--- src/rtl/uart9_pkg.sv ---
// Package: shared types for the nine-bit serial receiver.
// Assumes: one start bit, eight data bits, ninth bit, one stop bit.
package uart9_pkg;
    typedef enum logic [1:0] {
        ST_IDLE  = 2'd0,
        ST_START = 2'd1,
        ST_DATA  = 2'd2,
        ST_STOP  = 2'd3
    } rx_state_t;
endpackage

--- src/rtl/uart9_sync.sv ---
// Module: uart9_sync
// Brings the asynchronous line into the clock domain through two flops
// and flags a high-to-low change of the synchronized level.
// Assumes: line idles high; reset value is high so reset makes no edge.
module uart9_sync #(
    parameter int STAGES = 2
) (
    input  logic clk,
    input  logic rst_n,
    input  logic line_in,
    output logic line_s,
    output logic fall
);
    logic [STAGES-1:0] chain;
    logic              prev;

    // Shift the raw line through the synchronizer chain.
    always_ff @(posedge clk) begin
        if (!rst_n) chain <= '1;
        else        chain <= {chain[STAGES-2:0], line_in};
    end

    // Keep the previous synchronized level for edge detection.
    always_ff @(posedge clk) begin
        if (!rst_n) prev <= 1'b1;
        else        prev <= chain[STAGES-1];
    end

    assign line_s = chain[STAGES-1];
    assign fall   = prev & ~chain[STAGES-1];

    assert_sync_delay_R2: assert property (@(posedge clk) disable iff (!rst_n)
        fall |-> !line_s && $past(line_s));
endmodule

--- src/rtl/uart9_framer.sv ---
// Module: uart9_framer
// Times the start, data and stop bits with the oversampling enable and
// shifts in the nine data bits LSB first. It pulses final_shift with
// the complete nine-bit word on the cycle of the last sample.
// Assumes: tick is a single-cycle enable, OVERSAMPLE ticks per bit.
module uart9_framer
    import uart9_pkg::*;
#(
    parameter int OVERSAMPLE = 16,
    parameter int NBITS      = 9
) (
    input  logic             clk,
    input  logic             rst_n,
    input  logic             tick,
    input  logic             enable,
    input  logic             line_s,
    input  logic             fall,
    output logic             final_shift,
    output logic [NBITS-1:0] word
);
    localparam int CW  = $clog2(OVERSAMPLE);
    localparam int BW  = $clog2(NBITS + 1);
    localparam logic [CW-1:0] MID  = CW'(OVERSAMPLE / 2 - 1);
    localparam logic [CW-1:0] LAST = CW'(OVERSAMPLE - 1);
    localparam logic [BW-1:0] TOPB = BW'(NBITS - 1);

    rx_state_t        state;
    logic [CW-1:0]    cnt;
    logic [BW-1:0]    bit_idx;
    logic [NBITS-1:0] shreg;
    logic             sample_now;

    assign sample_now  = (state == ST_DATA) && tick && (cnt == LAST);
    assign final_shift = sample_now && (bit_idx == TOPB);
    assign word        = {line_s, shreg[NBITS-1:1]};

    // Bit-timing state machine with tick counter and bit index.
    always_ff @(posedge clk) begin
        if (!rst_n || !enable) begin
            state   <= ST_IDLE;
            cnt     <= '0;
            bit_idx <= '0;
        end else begin
            case (state)
                ST_IDLE: begin
                    cnt     <= '0;
                    bit_idx <= '0;
                    if (fall) state <= ST_START;
                end
                ST_START: if (tick) begin
                    if (cnt == MID) begin
                        cnt   <= '0;
                        state <= line_s ? ST_IDLE : ST_DATA;
                    end else begin
                        cnt <= cnt + 1'b1;
                    end
                end
                ST_DATA: if (tick) begin
                    cnt <= cnt + 1'b1;
                    if (cnt == LAST) begin
                        cnt <= '0;
                        if (bit_idx == TOPB) state <= ST_STOP;
                        else                 bit_idx <= bit_idx + 1'b1;
                    end
                end
                ST_STOP: if (tick) begin
                    cnt <= cnt + 1'b1;
                    if (cnt == LAST) begin
                        cnt   <= '0;
                        state <= ST_IDLE;
                    end
                end
                default: state <= ST_IDLE;
            endcase
        end
    end

    // Shift each mid-bit sample in at the top so bit 0 ends at the bottom.
    always_ff @(posedge clk) begin
        if (!rst_n)          shreg <= '0;
        else if (sample_now) shreg <= word;
    end

    assert_disabled_idle_R10: assert property (@(posedge clk) disable iff (!rst_n)
        !enable |=> state == ST_IDLE);
    assert_bit_range_R4: assert property (@(posedge clk) disable iff (!rst_n)
        bit_idx <= TOPB);
    assert_stop_follows_R9: assert property (@(posedge clk) disable iff (!rst_n)
        final_shift && enable |=> state == ST_STOP);
    assert_false_start_R3: assert property (@(posedge clk) disable iff (!rst_n)
        (state == ST_START) && tick && (cnt == MID) && line_s && enable
        |=> state == ST_IDLE);
endmodule

--- src/rtl/uart9_commit.sv ---
// Module: uart9_commit
// Decides at the final sample whether a frame is kept, and holds the
// receive buffer, ninth-bit register and receive-complete flag.
// Assumes: final_shift is a one-cycle pulse with the word valid with it.
module uart9_commit #(
    parameter int DATA_W = 8
) (
    input  logic              clk,
    input  logic              rst_n,
    input  logic              final_shift,
    input  logic [DATA_W:0]   word,
    input  logic              filter_on,
    input  logic              flag_clr,
    output logic [DATA_W-1:0] buf_q,
    output logic              ninth_q,
    output logic              flag_q
);
    logic accept;

    assign accept = final_shift && !flag_q && (!filter_on || word[DATA_W]);

    // Load buffer and ninth bit only on an accepted frame.
    always_ff @(posedge clk) begin
        if (!rst_n) begin
            buf_q   <= '0;
            ninth_q <= 1'b0;
        end else if (accept) begin
            buf_q   <= word[DATA_W-1:0];
            ninth_q <= word[DATA_W];
        end
    end

    // Receive-complete flag: set on accept, else cleared by the pulse.
    always_ff @(posedge clk) begin
        if (!rst_n)        flag_q <= 1'b0;
        else if (accept)   flag_q <= 1'b1;
        else if (flag_clr) flag_q <= 1'b0;
    end

    assert_data_only_on_commit_R6: assert property (@(posedge clk) disable iff (!rst_n)
        !$stable(buf_q) |-> flag_q && !$past(flag_q));
    assert_set_cause_R5: assert property (@(posedge clk) disable iff (!rst_n)
        $rose(flag_q) |-> $past(final_shift) && (!$past(filter_on) || ninth_q));
    assert_clear_R8: assert property (@(posedge clk) disable iff (!rst_n)
        flag_clr && !final_shift |=> !flag_q);
    assert_filter_R7: assert property (@(posedge clk) disable iff (!rst_n)
        final_shift && filter_on && !word[DATA_W] |=> $stable(buf_q) && $stable(ninth_q));
endmodule

--- src/rtl/uart9_rx.sv ---
// Module: uart9_rx (top)
// Nine-bit asynchronous receiver with multiprocessor address filtering.
// Assumes: tick16 pulses OVERSAMPLE times per bit, synchronous reset.
module uart9_rx #(
    parameter int OVERSAMPLE = 16,
    parameter int DATA_W     = 8
) (
    input  logic              clk,
    input  logic              rst_n,
    input  logic              tick16,
    input  logic              rxd,
    input  logic              rx_en,
    input  logic              sm2,
    input  logic              ri_clr,
    output logic [DATA_W-1:0] rx_data,
    output logic              rb8,
    output logic              ri
);
    localparam int NBITS = DATA_W + 1;

    logic             line_s;
    logic             fall;
    logic             final_shift;
    logic [NBITS-1:0] word;

    uart9_sync #(.STAGES(2)) u_sync (
        .clk(clk), .rst_n(rst_n), .line_in(rxd), .line_s(line_s), .fall(fall)
    );

    uart9_framer #(.OVERSAMPLE(OVERSAMPLE), .NBITS(NBITS)) u_framer (
        .clk(clk), .rst_n(rst_n), .tick(tick16), .enable(rx_en),
        .line_s(line_s), .fall(fall), .final_shift(final_shift), .word(word)
    );

    uart9_commit #(.DATA_W(DATA_W)) u_commit (
        .clk(clk), .rst_n(rst_n), .final_shift(final_shift), .word(word),
        .filter_on(sm2), .flag_clr(ri_clr),
        .buf_q(rx_data), .ninth_q(rb8), .flag_q(ri)
    );
endmodule

--- config.mk ---
export PLATFORM = sky130hd
export DESIGN_NAME = uart9_rx
export DESIGN_NICKNAME = d
export VERILOG_FILES = /design/src/rtl/uart9_pkg.sv /design/src/rtl/uart9_sync.sv /design/src/rtl/uart9_framer.sv /design/src/rtl/uart9_commit.sv /design/src/rtl/uart9_rx.sv
export SDC_FILE = /design/constraint.sdc
export NUM_CORES = 1
export LEC_CHECK = 0
export BUFFER_PORTS_ARGS = -buffer_cell sky130_fd_sc_hd__buf_4
export CAP_MARGIN = 20
export CORE_UTILIZATION = 45
export CTS_BUF_LIST = sky130_fd_sc_hd__clkbuf_2 sky130_fd_sc_hd__clkbuf_4 sky130_fd_sc_hd__clkbuf_8
export CTS_CLUSTER_SIZE = 14
export DETAILED_ROUTE_END_ITERATION = 10
export PLACE_DENSITY_LB_ADDON = 0.25
export SLEW_MARGIN = 0
export SYNTH_ARGS = -nofsm -noshare
export SYNTH_HDL_FRONTEND = slang
export SYNTH_SLANG_ARGS = --single-unit
--- constraint.sdc ---
create_clock -name clk -period 1.6 [get_ports clk]
set_input_delay 0.32 -clock clk [delete_from_list [all_inputs] [get_ports clk]]
set_output_delay 0.32 -clock clk [all_outputs]
set_load 0.01 [all_outputs]
# After elaboration in Yosys (flattened, before gate mapping)

Cells that the tools add are included.

Flip-flop bits (word level): 32
Input port bits: 7
Word-level logic and storage cells: 68

Add/sub/neg operators: 2
Equal/unequal tests: 16
Multiplexer cells: 21
Bitwise logic cells: 2
Reduce and logical (&&, ||, !) cells: 18

Operators by type and width:

| operator            | count |
|---|---|
| $mux 4              | 7 |
| $mux 2              | 9 |
| $ne 2x2->1 const B  | 7 |
| $pmux 4 s3          | 1 |
| $add 4x1->4 const B | 2 |
| $eq 4x4->1 const B  | 2 |
| $pmux 2 s4          | 1 |
| $pmux 4 s2          | 1 |
| $reduce_and 8->1    | 1 |
| $ne 2x1->1 const B  | 3 |
| $logic_and 1x1->1   | 5 |
| $eq 2x2->1 const B  | 2 |
| $eq 4x3->1 const B  | 1 |
| $logic_not 1->1     | 4 |
| $reduce_and 4->1    | 1 |
| $reduce_bool 2->1   | 2 |
| $eq 2x1->1 const B  | 1 |
| $logic_not 2->1     | 1 |
| $logic_or 1x1->1    | 2 |
| $mux 1              | 2 |
| $reduce_and 2->1    | 1 |
| $reduce_or 2->1     | 1 |
| $and 1x1->1         | 1 |
| $not 1->1           | 1 |

# Longest topological paths before layout

Gate-level depths: netlist of the first run.

Word-level depth: 7
Gate-level depth with buffers: 7

# Modules after synthesis

Synthesis of the first run repeated with hierarchy kept, for this count alone.

Cell total of the unflattened synthesis: 161
Area, all modules: 1,448.9 µm²

Modules (own cells, without submodules):

| module       | instances | cells an instance | area an instance (µm²) | sequential area each (µm²) |
|---|---|---|---|---|
| uart9_framer | 1         | 109               | 940.9                  | 360.3 |
| uart9_commit | 1         | 45                | 422.9                  | 200.2 |
| uart9_sync   | 1         | 7                 | 85.1                   | 60.1 |

# Worst setup path before layout of the first run

OpenSTA, ideal clock, no wires.

Path kind: register -> register
Start point: reg u_framer.cnt[0]
End point: reg u_commit.buf_q[0]
Library setup time: 0.072 ns
Data arrival time: 1.600 ns
Data required time: 1.528 ns
Path slack: -0.072 ns
Cell stages (with the launch flop): 8
Buffers on the path: 2
Cell sequence: dfxtp_1 -> ha_1 -> nand4_4 -> nor3b_2 -> buf_6 -> and3_4 -> buf_8 -> mux2i_1

Cells in the longest elaborated chain, start to end: 5

Ends and longest elaborated chain:

| what                           | line               | source |
|---|---|---|
| start: declaration             | uart9_framer.sv:28 | `logic [CW-1:0] cnt;` |
| start signal: assignment       | uart9_framer.sv:55 | `cnt <= cnt + 1'b1;` |
| start signal: assignment       | uart9_framer.sv:59 | `cnt <= cnt + 1'b1;` |
| start signal: assignment       | uart9_framer.sv:67 | `cnt <= cnt + 1'b1;` |
| $eq 4x4->1                     | uart9_framer.sv:33 | `assign sample_now = (state == ST_DATA) && tick && (cnt == LAST);` |
| $logic_and 1x1->1              | uart9_framer.sv:33 |  |
| $logic_and 1x1->1              | uart9_framer.sv:34 | `assign final_shift = sample_now && (bit_idx == TOPB);` |
| $logic_and 1x1->1 (2 in a row) | uart9_commit.sv:20 | `assign accept = final_shift && !flag_q && (!filter_on \|\| word[DATA_W]);` |
| end signal: assignment         | uart9_commit.sv:28 | `buf_q <= word[DATA_W-1:0];` |
| end: declaration               | uart9_commit.sv:14 | `output logic [DATA_W-1:0] buf_q,` |

No other way between the ends.
A chain may end at the register's enable or synchronous reset.

# Worst setup path in the final report of the first run

Start point: reg u_framer.cnt[1]
End point: reg u_commit.buf_q[6]

Same word-level chain as after synthesis.

==> results.cfg, run 1 <==
[global_routing]
grt_pass1_vias = 1025
grt_overflow = 0
grtUsageTotal_pct = 18.4
grt_pass1_wl_um = 4560
grt_max_degree = 32
antenna_found_initial = 0

[synthesis]
synth_top_cell_by_area = dfxtp_1
yosysWarnings = 0
synth_commonest_cells = dfxtp_1, nand2_1, mux2i_1
synthFlopType = dfxtp_1
ys_types = 37
synthTopCellsByArea = dfxtp_1, mux2i_1, nand2_1, nor2b_1, nor2_1
synth_nets = 158
ys_ff_latch = 31
synth.avg_cell_area_sq_um = 9.40
syn_inst = 148
synth_area_sq_um = 1390
synth_edf_count = 0
synth-seq-area-share_pct = 44.6
yosys.area.top_type_share_pct = 44.6
yosysMostFrequentCell = dfxtp_1
async_reset_ff_share_pct = 0

[floorplanning]
io_pins = 17
rows = 19
core-area_sq_um = 2850
die-height_um = 57.6
initial_core_util_pct = 48.8
die_w_um = 57.6
die_area_sq_um = 3320

[cells_and_area]
diodes = 0
fin_nets = 182
fin_util_pct = 59.7
area_delta_synth_final_pct = 22.4
drive_gt1_share_pct = 24.9
fill_cells = 250

[drt]
wl_per_cell_um = 13.4
firstDrtPassIters = 7
routed-via-count = 1090
viasPerCell = 5.34
drc = 2
route.antenna.remaining_nets = 0
drt_iter0_markers = 55
wirelength_um = 2720

[power]
peakVddDrop_mv = 0.510
p_int_w = 0.00130
swShare_pct = 18.6
power_frac_clock_pct = 48.5
power_frac_comb_pct = 2.9
seq_power_share_pct = 48.7
switching_power_w = 0.000296
p_leak_nw = 0.630
p_total_w = 0.00159
p_per_area_nw_per_um2 = 936

[run_status]
outcome = finished, violations left
violations = DRC

[setup_path]
critPathRequiredTime_ps = 1870
crit_fanout = 5
cp-start-kind = flip-flop
critPathKind = reg2reg
cp.arrival_ps = 1810
crit_path_end_kind = flip-flop
rr_worst_depth = 5

[placed_design]
routabilityCongestion = 0.834
io_buffers = 16
dp_hpwl_um = 1770

[clocking]
clk_pin_slew_ps = 100
cts_tree = done
clkLatencyLatePin_ps = 330
cts.sinks = 31
numCtsBuffers = 5
cts_max_path_buffers = 2
root_buffer = clkbuf_4
holdBufCountCts = 0
htreeDepth = 2

[flow_run]
drv_cap = 0

[timing]
hold_viol = 0
min_period_ps = 1530
maxSlewViolCount = 0
tightest_slew_ps = 311
relSlewSlack_pct = 79.2
max_freq_mhz = 652
setup-violations-final = 0
skew_ps = 7.75
period_share_pct = 95.9
rsz0062_at_grt = no
setup_tns_ps = 0

[min_path]
holdPathStages = 2
hold_class = in2reg
-- path summary, 6_finish.rpt --
path                    from           endpoint  slack [ps]
max          u_framer.cnt[1]  u_commit.buf_q[6]          70
min                      rxd    u_sync.chain[0]         160
max reg2reg  u_framer.cnt[1]  u_commit.buf_q[6]          70
min reg2reg  u_sync.chain[0]    u_sync.chain[1]         420
-- area by class of cell --
cell class	count	area, sq um	area share [%]
multi-input combinational	104	722	42.4
sequential	31	627	36.8
tap	31	38.8	2.28
clock inverter	2	60.1	3.53
timing repair buffer	25	191	11.2
clock buffer	6	45.0	2.65
inverter	5	18.8	1.10
-- registers in the layout, summed over array words and instances (netlist names), 2 cells and up, named ones only --
signal and count:
u_commit.buf_q 8, u_framer.bit_idx 4, u_framer.cnt 4, u_framer.shreg 8, u_sync.chain 2
-- worst max-delay path, stage by stage (launching register included) --
cell and delay [ps]:
dfxtp_4 380, ha_4 170, nand4_4 120, nor3b_4 280
and3_2 330, mux2i_1 190
-- logic make-up after synthesis --
kind of cell,synth area share [%]
AO/OA/AOI/OAI,9.53
XOR/XNOR,2.52
adder cells (fa/ha/maj),2.70
buffers and inverters,5.39
flip-flops,44.6
multiplexers,13.8
AND/OR/NAND/NOR,21.5
-- power by group through the flow --
stage / combinational [W] / clock, W / sequential (W)
floorplan: 0.0000269 / 0 / 0.000794
global placement: 0.0000433 / 0 / 0.000795
detailed placement: 0.0000449 / 0 / 0.000795
CTS: 0.0000450 / 0.000783 / 0.000778
global route: 0.0000495 / 0.000821 / 0.000777
finish: 0.0000454 / 0.000773 / 0.000776
-- per-layer routing --
layer  share of wire, %  up-vias  track usage [%]
met3                5.9        5             4.76
met5                  0        -                0
met2                 44       37             28.2
met4                1.7        0             9.41
li1                   -      552                -
met1                 48      496             23.7
-- cell usage in the layout, fill, tap and decap left out, drive strengths merged, types with 4 or more instances in the layout --
master  synthesis  layout
clkbuf          5       6
nand2          27      27
dfxtp          31      31
inv             5       5
nor2           11      11
buf             4      25
nor2b           9       9
mux2i          18      18
o21ai           4       4
-- stage by stage --
step | cells | instance area, sq um | hold slack [ps] | worst slack [ps]
6_report | 204 | 1700 | 158 | 65.3
5_1_grt | 204 | 1700 | 156 | 6.76
4_1_cts | 201 | 1670 | 158 | 47.0
3_5_place_dp | 193 | 1560 | 399 | 61.7
3_3_place_gp | 193 | 1560 | 391 | 117
2_1_floorplan | 148 | 1410 | 386 | 2.37
-- timing repair --
| action | CTS | global route |
|---|---|---|
| setup buffers | 0 | 2 |
| setup endpoints to repair | 0 | 12 |
| resized for setup | 0 | 5 |
Power figures use the tool's default switching activity.
==> inputs of run 2 (changes only) <==
==> constraint.sdc (replaced) <==
create_clock -name clk -period 1.6 [get_ports clk]
set_input_delay 0.32 -clock clk [delete_from_list [all_inputs] [get_ports clk]]
set_output_delay 0.32 -clock clk [all_outputs]
set_load 0.1 [all_outputs]
==> results.cfg, run 2 (synthesized netlist as in run 1, its figures left out) <==
[run_status]
outcome = finished, violations left
violations = DRC

[global_routing]
grtUsageTotal_pct = 17.9
met3_usage_pct = 7.94
antenna_found_initial = 0
grt_pass1_wl_um = 4350
grt_pass1_vias = 986
grt_overflow = 0
grt_max_degree = 32
met2_usage_pct = 25.7
use_met1_pct = 22.7
top_usage_layer = met2

[cells_and_area]
regArea_sq_um = 628
area_delta_synth_final_pct = 19.6
drive_gt1_share_pct = 26.6
multi_input_area_sq_um = 727
fill_cells = 258
final_cells = 204
fin_nets = 183
final_cell_mix = nand2_1, dfxtp_1, buf_4
reg.largest.list = u_commit.buf_q x8, u_framer.shreg x8
diodes = 0

[timing]
relSlewSlack_pct = 76.2
min_period_ps = 1520
setup_tns_ps = 0
hold_viol = 0
maxSlewViolCount = 0
skew_ps = 8.18
max_freq_mhz = 656
period_share_pct = 95.2
tightest_slew_ps = 356
worst_slack_ps = 76.3
setup-violations-final = 0

[power]
power_frac_comb_pct = 3.5
swShare_pct = 22.0
switching_power_w = 0.000281
p_leak_nw = 0.615
peakVddDrop_mv = 0.552
seq_power_share_pct = 60.7
p_int_w = 0.000997
p_per_area_nw_per_um2 = 768
power_frac_clock_pct = 35.8

[placed_design]
dp_hpwl_um = 1840
dp_cells = 193
io_buffers = 16
routabilityCongestion = 0.787
dp_slack_ps = 24.6

[drt]
route.antenna.remaining_nets = 0
drt_iter0_markers = 47
firstDrtPassIters = 7
wl_per_cell_um = 13.4
wirelength_um = 2730
routed-via-count = 1068
viasPerCell = 5.24
drc = 2

[min_path]
holdPathStages = 2
hold_class = in2reg

[flow_run]
drv_cap = 0

[setup_path]
crit_path_end_kind = flip-flop
slowest_stage = a2111oi_2
crit_chain = ha_4 -> nand4_4 -> buf_4 -> a2111oi_2 -> xnor2_1 -> nor2_1
cp.arrival_ps = 1760
r2r_slack_ps = 80
rr_worst_depth = 6
cp-start-kind = flip-flop
cpPeakStageDelay_ps = 420
critPathKind = reg2reg
critPathRequiredTime_ps = 1830
crit_fanout = 4

[clocking]
cts_tree = done
numCtsBuffers = 5
cts_max_path_buffers = 2
htreeDepth = 2
root_buffer = clkbuf_4
holdBufCountCts = 0
clkLatencyLatePin_ps = 340
clk_pin_slew_ps = 90
cts.sinks = 31

[floorplanning]
rows = 19
die_area_sq_um = 3320
die-height_um = 57.6
initial_core_util_pct = 48.8
die_w_um = 57.6
io_pins = 17
core-area_sq_um = 2850
[run 2: changes by cell type in the layout (fill, tap and decap cells not counted), sizes merged]
cell    delta
bufinv     -2
clkinv     +1
buf        +1
[run 2: power by group through the flow]
stage | logic, W | clock network (W) | registers, W
floorplan | 0.0000269 | 0 | 0.000794
global placement | 0.0000435 | 0 | 0.000795
detailed placement | 0.0000439 | 0 | 0.000795
CTS | 0.0000442 | 0.000467 | 0.000777
global route | 0.0000494 | 0.000507 | 0.000777
finish | 0.0000448 | 0.000457 | 0.000776
[run 2: layout make-up]
class	count	area share (%)
Timing Repair Buffer	26	11.7
Clock inverter	1	0.301
Inverter	5	1.13
Clock buffer	6	3.08
Multi-Input combinational cell	104	43.7
Tap cell	31	2.33
Sequential cell	31	37.7
[run 2: repair_timing]
action,CTS,global route
setup buffers,0,3
endpoints found under the setup margin,0,16
gates resized for setup,0,6
[run 2: layer usage]
layer | wire [um] | part of all wire (%) | up-vias
met2 | 1160 | 43 | 26
met5 | 0 | 0 | -
li1 | - | - | 551
met4 | 65 | 2.4 | 0
met3 | 159 | 5.8 | 8
met1 | 1350 | 49 | 483
[run 2: metrics by stage]
step           total power, W  hold slack, ps  cell area (sq um)  utilization, %
2_1_floorplan        0.000821             386               1410               -
3_3_place_gp         0.000839             396               1560            54.7
3_5_place_dp         0.000839             398               1560            54.7
4_1_cts               0.00129             159               1620            56.7
5_1_grt               0.00133             150               1660            58.3
6_report              0.00128             162               1660            58.3
[run 2: path summary, 6_finish.rpt]
kind / from / endpoint
hold / removal: rxd / u_sync.chain[0]
setup reg to reg: u_framer.cnt[1] / u_framer.bit_idx[3]
hold reg to reg: u_sync.chain[0] / u_sync.chain[1]
setup / recovery: u_framer.cnt[1] / u_framer.bit_idx[3]
[run 2: critical path, delay by kind of cell, from the launching register on]
kind,cells,cell delay [ps]
buffers and inverters,1,160
xor gates and xnor gates,1,160
DFF,1,380
AOI/OAI and AO/OA,1,420
adders and majority gates,1,160
and+or+nand+nor,2,150
==> inputs of run 3 (changes only) <==
Settings changed: CAP_MARGIN 20 to unset, CELL_PAD_IN_SITES_DETAIL_PLACEMENT set to 0, CELL_PAD_IN_SITES_GLOBAL_PLACEMENT set to 1, CORE_UTILIZATION 45 to 41.
==> results.cfg, run 3 (synthesized netlist as in run 1, its figures left out) <==
[run_status]
outcome = finished clean

[timing]
tightest_slew_ps = 493
worst_hold_slack_ps = 167
rsz0062_at_grt = yes
min_period_ps = 1530
maxSlewViolCount = 0
skew_ps = 13.2
worst_slack_ps = 66.5
max_freq_mhz = 652
period_share_pct = 95.8
relSlewSlack_pct = 67.1
setup-violations-final = 0
hold_viol = 0

[clocking]
cts_tree = done
holdBufCountCts = 0
cts_max_path_buffers = 2
root_buffer = clkbuf_4
clkLatencyLatePin_ps = 340
clk_pin_slew_ps = 110
numCtsBuffers = 5
cts.sinks = 31
htreeDepth = 2

[cells_and_area]
drive_gt1_share_pct = 24.6
final_cells = 215
fill_cells = 283
fin_nets = 180
reg.largest.list = u_commit.buf_q x8, u_framer.shreg x8
area_delta_synth_final_pct = 20.9
diodes = 0
final_cell_mix = nand2_1, dfxtp_1, buf_4

[global_routing]
antenna_found_initial = 0
grt_pass1_vias = 944
grt_overflow = 0
grt_pass1_wl_um = 4130
grt_max_degree = 32
grtUsageTotal_pct = 15.7

[placed_design]
routabilityCongestion = 0.828
dp_cells = 205
dp_hpwl_um = 1750
io_buffers = 16
dp_slack_ps = 75.8

[power]
power_frac_comb_pct = 3.0
p_int_w = 0.00112
peakVddDrop_mv = 0.496
seq_power_share_pct = 53.8
power_frac_clock_pct = 43.3
p_leak_nw = 0.610
switching_power_w = 0.000324
swShare_pct = 22.4
p_per_area_nw_per_um2 = 860

[flow_run]
drv_cap = 0

[drt]
viasPerCell = 4.85
firstDrtPassIters = 4
wirelength_um = 2600
wl_per_cell_um = 12.1
drc = 0
routed-via-count = 1042
drt_iter0_markers = 42
route.antenna.remaining_nets = 0

[setup_path]
crit_path_end_kind = flip-flop
cp-start-kind = flip-flop
crit_fanout = 6
critPathKind = reg2reg
critPathRequiredTime_ps = 1870
cp.arrival_ps = 1800
reg2reg_from = u_framer.cnt[1]
crit_start = u_framer.cnt[1]

[min_path]
hp-start = rxd
hold_class = in2reg

[floorplanning]
rows = 20
core-area_sq_um = 3130
die-height_um = 60.3
initial_core_util_pct = 44.5
die_w_um = 60.3
die_area_sq_um = 3630
io_pins = 17
run 3: cell count changes in the layout (fill, tap and decap cells not counted):
cell / previous run / this run
clkbuf_8: 1 / 0
bufinv_16: 0 / 1
and3b_2: 1 / 0
mux2i_1: 17 / 18
buf_6: 0 / 1
clkinv_4: 0 / 1
mux2i_2: 1 / 0
buf_4: 26 / 22
and3b_1: 0 / 1
run 3: power by group through the flow:
stage	clock (W)	sequential [W]	combinational (W)
after global routing	0.000669	0.000778	0.0000469
after CTS	0.000638	0.000779	0.0000431
after floorplan	0	0.000794	0.0000269
after detailed placement	0	0.000797	0.0000429
final	0.000626	0.000777	0.0000430
after global placement	0	0.000796	0.0000423
run 3: worst paths after layout:
kind | endpoint | slack (ps) | cells past startpoint
setup reg to reg | u_commit.buf_q[0] | 70 | 5
hold / removal | u_sync.chain[0] | 170 | 2
setup / recovery | u_commit.buf_q[0] | 70 | 5
hold reg to reg | u_sync.chain[1] | 420 | 1
run 3: worst max-delay path: stages, from the launching register on:
cell     delay [ps]
dfxtp_4         390
ha_4            160
nand4_4         130
nor3b_4         280
and3_2          310
mux2i_1         190
run 3: per-stage QoR:
step	area [sq um]	TNS (ps)	total power (W)	util [%]
after floorplan	1410	0	0.000821	-
after global placement	1570	0	0.000839	50.2
after detailed placement	1570	0	0.000839	50.2
after CTS	1650	0	0.00146	52.8
after global routing	1680	-82.7	0.00149	53.8
final	1680	0	0.00145	53.8
run 3: area by class of cell:
| cell class | instances | area [sq um] | area share [%] |
|---|---|---|---|
| multi-input combinational | 104 | 722 | 42.9 |
| sequential | 31 | 628 | 37.4 |
| timing repair buffer | 23 | 176 | 10.5 |
| tap | 44 | 55.1 | 3.27 |
| clock inverter | 3 | 43.8 | 2.60 |
| clock buffer | 5 | 37.5 | 2.23 |
| inverter | 5 | 18.8 | 1.12 |
run 3: metal layers:
metal | wire length [um] | part of all wire (%) | GRT usage (%) | vias to the layer above
li1 | - | - | - | 551
met4 | 22 | 0.84 | 9.63 | 0
met2 | 1140 | 44 | 22.9 | 24
met1 | 1330 | 51 | 20.5 | 463
met3 | 113 | 4.3 | 3.90 | 4
met5 | 0 | 0 | 0 | -
run 3: timing repair:
item | 4_1_cts | 5_1_grt
endpoints found under the setup margin | 0 | 17
setup buffers | 0 | 1
gates resized for setup | 0 | 5
